## config.mk

```make
export PLATFORM = sky130hd
export DESIGN_NAME = audio_mclk_gen
export DESIGN_NICKNAME = d
export VERILOG_FILES = /design/src/rtl/audio_mclk_gen.sv
export SDC_FILE = /design/constraint.sdc
export NUM_CORES = 1
export LEC_CHECK = 0
export ABC_AREA = 1
export CELL_PAD_IN_SITES_DETAIL_PLACEMENT = 2
export CELL_PAD_IN_SITES_GLOBAL_PLACEMENT = 2
export CORE_MARGIN = 2
export CORE_UTILIZATION = 32
export CTS_CLUSTER_SIZE = 16
export DETAILED_ROUTE_END_ITERATION = 6
export PLACE_DENSITY_LB_ADDON = 0.1
export RECOVER_POWER = 100
export SYNTH_ARGS = -nofsm -noshare
export SYNTH_HDL_FRONTEND = slang
export SYNTH_SLANG_ARGS = --single-unit
```

## constraint.sdc

```tcl
create_clock -name clk_src -period 3.7 [get_ports clk_src]
set_input_delay 0.74 -clock clk_src [delete_from_list [all_inputs] [get_ports clk_src]]
set_output_delay 0.74 -clock clk_src [all_outputs]
set_load 0.05 [all_outputs]
```

## src/rtl/audio_mclk_gen.sv

```systemverilog
module audio_mclk_gen #(
  parameter int MODE_W    = 32,
  parameter int DIV_W     = 6,
  parameter int FS_W      = 6,
  parameter int DIV_LSB   = 16,
  parameter int FS_LSB    = 24,
  parameter int MCK_BIT   = 30,
  parameter int SLOT_BITS = 32
) (
  input  logic              clk_src,
  input  logic              rst_n,
  input  logic              mode_we,
  input  logic [MODE_W-1:0] mode_wdata,
  input  logic              cmd_start,
  input  logic              cmd_stop,
  output logic              running,
  output logic              mclk_o,
  output logic              frame_pulse,
  output logic              bclk_en
);
  localparam int SLOT_LOG = $clog2(SLOT_BITS);
  localparam int FR_W     = FS_W + SLOT_LOG;
  localparam int ACC_W    = ((FS_W > SLOT_LOG) ? FS_W : SLOT_LOG) + 2;

  logic [DIV_W-1:0] sh_div, act_div, nx_div, mc_cnt;
  logic [FS_W-1:0]  sh_fs, act_fs, nx_fs;
  logic             sh_mck, act_mck, nx_mck, run_q;
  logic [FR_W-1:0]  fr_cnt, fr_end;
  logic [ACC_W-1:0] acc, acc_sum, n_fs;
  logic [DIV_W:0]   mc_hi;
  logic             fr_last, bit_hit, mclk_lvl;

  assign nx_div = mode_we ? mode_wdata[DIV_LSB +: DIV_W] : sh_div;
  assign nx_fs  = mode_we ? mode_wdata[FS_LSB +: FS_W]   : sh_fs;
  assign nx_mck = mode_we ? mode_wdata[MCK_BIT]          : sh_mck;

  assign fr_end  = {act_fs, {SLOT_LOG{1'b1}}};
  assign fr_last = (fr_cnt == fr_end);
  assign n_fs    = ACC_W'(act_fs) + ACC_W'(1);
  assign acc_sum = acc + ACC_W'(2);
  assign bit_hit = (acc_sum >= n_fs);
  assign mc_hi   = ({1'b0, act_div} + (DIV_W+1)'(2)) >> 1;
  assign mclk_lvl = ({1'b0, mc_cnt} < mc_hi);

  always_ff @(posedge clk_src) begin
    if (!rst_n) begin
      sh_div <= '0; sh_fs <= '0; sh_mck <= 1'b0;
      act_div <= '0; act_fs <= '0; act_mck <= 1'b0;
      run_q <= 1'b0;
    end else begin
      sh_div <= nx_div; sh_fs <= nx_fs; sh_mck <= nx_mck;
      if (!run_q) begin
        act_div <= nx_div; act_fs <= nx_fs; act_mck <= nx_mck;
      end
      if (cmd_stop)       run_q <= 1'b0;
      else if (cmd_start) run_q <= 1'b1;
    end
  end

  always_ff @(posedge clk_src) begin
    if (!rst_n || !run_q) begin
      mc_cnt <= '0;
      fr_cnt <= '0;
      acc    <= '0;
    end else begin
      mc_cnt <= (mc_cnt == act_div) ? '0 : mc_cnt + DIV_W'(1);
      fr_cnt <= fr_last ? '0 : fr_cnt + FR_W'(1);
      if (fr_last)      acc <= '0;
      else if (bit_hit) acc <= acc_sum - n_fs;
      else              acc <= acc_sum;
    end
  end

  assign running     = run_q;
  assign frame_pulse = run_q & fr_last;
  assign bclk_en     = run_q & bit_hit;
  assign mclk_o      = run_q & act_mck & ((act_div == '0) ? clk_src : mclk_lvl);

  p_stop_wins_r2: assert property (@(posedge clk_src) disable iff (!rst_n)
    cmd_stop |=> !running);
  p_start_sets_r2: assert property (@(posedge clk_src) disable iff (!rst_n)
    (cmd_start && !cmd_stop) |=> running);
  p_idle_reset_r3: assert property (@(posedge clk_src) disable iff (!rst_n)
    (!run_q && $past(!run_q)) |-> (fr_cnt == '0 && acc == '0 && mc_cnt == '0));
  p_frame_gap_r6: assert property (@(posedge clk_src) disable iff (!rst_n)
    frame_pulse |=> !frame_pulse);
  p_last_tick_r7: assert property (@(posedge clk_src) disable iff (!rst_n)
    frame_pulse |-> bclk_en);
  p_cfg_hold_r8: assert property (@(posedge clk_src) disable iff (!rst_n)
    (run_q && $past(run_q)) |-> ($stable(act_div) && $stable(act_fs) && $stable(act_mck)));
endmodule

```

==> out/qor.yml <==
global_route:
  grt_pass1_wl_mm: 13.5
  met3_usage_pct: 3.30
  gr-usage-met2_pct: 28.6
  grt_max_degree: 17
  antenna_found_initial: 0
  grt.busiest_layer: "met2"
  grt_pass1_vias: 2881
  gr-total-overflow: 0
  grtUsageTotal_pct: 16.9
  gr-usage-met1_pct: 22.1
setup_path:
  crit_path_max_incr_delay_ps: 400
  required_ps: 2960
  worst-r2r-setup-slack_ps: 1350
  cp_max_fo: 6
  cp.arrival_ps: 2640
  slowest_stage: "dfxtp_1"
  rr_startpoint: "acc[1]$_SDFF_PP0_"
  critPathLaunchType: "register"
  r2r_end: "acc[1]$_SDFF_PP0_"
  path_class: "register to output port"
  ff2ff_path_depth: 13
  end_kind: "output port"
  crit_chain: "ha_1 > nand2_1 > xor2_1 > inv_1 > ha_1 > nand2_1 > inv_1 > nand3_1 > nand3_1 > nand2_2 > a21oi_1 > buf_4"
final_layout:
  n_antenna_cell: 0
  layout_common_cells: "nor2_1, nand2_1, inv_1"
  layout-drive-gt1-share_pct: 4.89
  nNetsFinal: 504
  final-instance-count-excl-fill: 558
  final_common_cell: "nor2_1"
  area_delta_synth_final_pct: 15.0
timing:
  hold_viol: 0
  max_freq_ghz: 0.296
  skew_ps: 6.71
  setup_violations: 0
  period_share_pct: 91.4
  totalNegativeSetupSlack_ps: 0
  slew_headroom_pct: 39.4
  rsz0062_at_grt: "no"
  drv_slew: 0
  layout_min_cycle_time_ps: 3380
  worstMarginPinSlew_ps: 906
floorplan:
  initial_core_util_pct: 33.1
  fp.dieH_um: 99.2
  top_level_ports: 41
  num_rows: 34
  core_um2: 8760
  die_w_um: 99.2
  die-area_um2: 9840
min_path:
  hp-start: "fr_cnt[0]$_SDFF_PP0_"
  hold_class: "register to register"
  hold_path_depth: 1
  hold_end: "fr_cnt[0]$_SDFF_PP0_"
synthesis:
  synth_xor_area_share_pct: 6.34
  synth_cell_types: 29
  ys_ff_latch: 52
  yosysSeqAreaShare_pct: 35.9
  synth-adder-area-share_pct: 8.02
  synth_top_family_by_area: "simple AND/OR/NAND/NOR gates"
  ys.flop_type: "dfxtp_1"
  syn_nets: 478
  syn-mean-instance-area_um2: 6.86
  async_flop_share_pct: 0
  synth_edf_count: 0
  syn-cell-area_um2: 2900
  synth_compound_area_share_pct: 9.15
  postSynthCellCount: 423
  yosys_warnings: 0
  synth-simple-area-share_pct: 31.3
  muxShareOfSynthArea_pct: 0
drt:
  antenna_left: 0
  drt_pass1_iterations: 4
  drc: 0
  vias: 2709
  routed_wl_mm: 7.76
  via_per_inst: 4.85
  post_drt_wl_per_cell_um: 13.9
  first_iter_violations: 36
run_status:
  status: "finished, final reports clean"
clock_tree:
  cts_tree: "done"
  path_clk_slew_ps: 100
  post-cts-setup-buffer-count: 0
  clk_latency_ps: 420
pwr:
  powerDensity_nw_per_um2: 398
  ir_worst_vdd_mv: 0.171
  power.leakage_uw: 0.00150
place:
  port-buffer-count: 21
  dp_hpwl_mm: 6.16
  dp.cells: 547
  gp_congestion: 0.748
run:
  maxCapViolCount: 0
## worst max path at each step
stage,endpoint,slack (ps),cells after the start,startpoint
final,bclk_en,320,12,acc[1]$_SDFF_PP0_
after global routing,bclk_en,20,12,acc[1]$_SDFF_PP0_
after global placement,mclk_o,300,3,clk_src
after CTS,mclk_o,20,5,clk_src
after detailed placement,mclk_o,300,3,clk_src
after floorplan,bclk_en,470,12,acc[1]$_SDFF_PP0_
## critical path: cells and delay by family (launching register included)
kind / cells / cell delay, ps
buffers and inverters: 3 / 370
and+or+nand+nor: 5 / 440
adders and majority gates: 2 / 660
xor gates and xnor gates: 1 / 180
DFF: 1 / 400
AOI/OAI and AO/OA: 1 / 190
## area by class of cell
cell class	count	area [um^2]
clock buffers	10	128
clock inverters	2	13.8
fillers	1057	5430
inverters	55	206
multi-input cells	307	1590
flip-flops and latches	52	1040
well taps	108	135
repair buffers	24	224
## synth_stat cells (2+ instances only)
master    count  area [um^2]
clkbuf_1      2         7.51
o21ai_0      16         80.1
a21oi_1      34          170
xnor2_1       4         35.0
dfxtp_1      52         1040
nor2_2        2         12.5
xor2_1       17          149
nand2_2       2         12.5
nand3_1      27          135
nand4_1       7         43.8
inv_1        54          203
nand2_1      82          308
nor3_1        8         40.0
buf_2         2         10.0
nor2_1       82          308
o21a_1        2         15.0
buf_6         2         22.5
ha_1         17          213
## metrics by stage
step | setup WS, ps | area (um^2) | hold WS, ps | power, uW | util [%]
floorplan | 467 | 2900 | 441 | 823 | -
global placement | 301 | 3210 | 469 | 892 | 36.6
detailed placement | 300 | 3210 | 487 | 905 | 36.6
CTS | 24.9 | 3350 | 512 | 1360 | 38.2
global route | 21.5 | 3340 | 543 | 1420 | 38.1
finish | 318 | 3340 | 506 | 1330 | 38.1
## where the power goes
| part | internal (uW) | switching, uW |
|---|---|---|
| clock network | 223 | 220 |
| logic | 109 | 166 |
| registers | 586 | 22.9 |
## sequential cells by signal, summed over array words and instances (netlist names)
signal / count
acc: 8
act_div: 6
act_fs: 6
act_mck: 1
fr_cnt: 11
mc_cnt: 6
running: 1
sh_div: 6
sh_fs: 6
sh_mck: 1
## routing by layer
layer / wire [um] / vias to the layer above
li1: - / 1386
met1: 3850 / 1290
met2: 3690 / 27
met3: 155 / 6
met4: 71 / 0
met5: 0 / -
## kinds of logic after synthesis
logic type / Yosys count
AO/OA/AOI/OAI: 52
XOR/XNOR: 21
adder cells (fa/ha/maj): 18
buffers and inverters: 64
flip-flops: 52
AND/OR/NAND/NOR: 216
## what timing repair did
action                                  4_1_cts  5_1_grt
hold buffers                                  0        0
endpoints found under the setup margin        0        1
gates resized for setup                       0        1
Note: power is estimated with default switching activity, not from simulation.
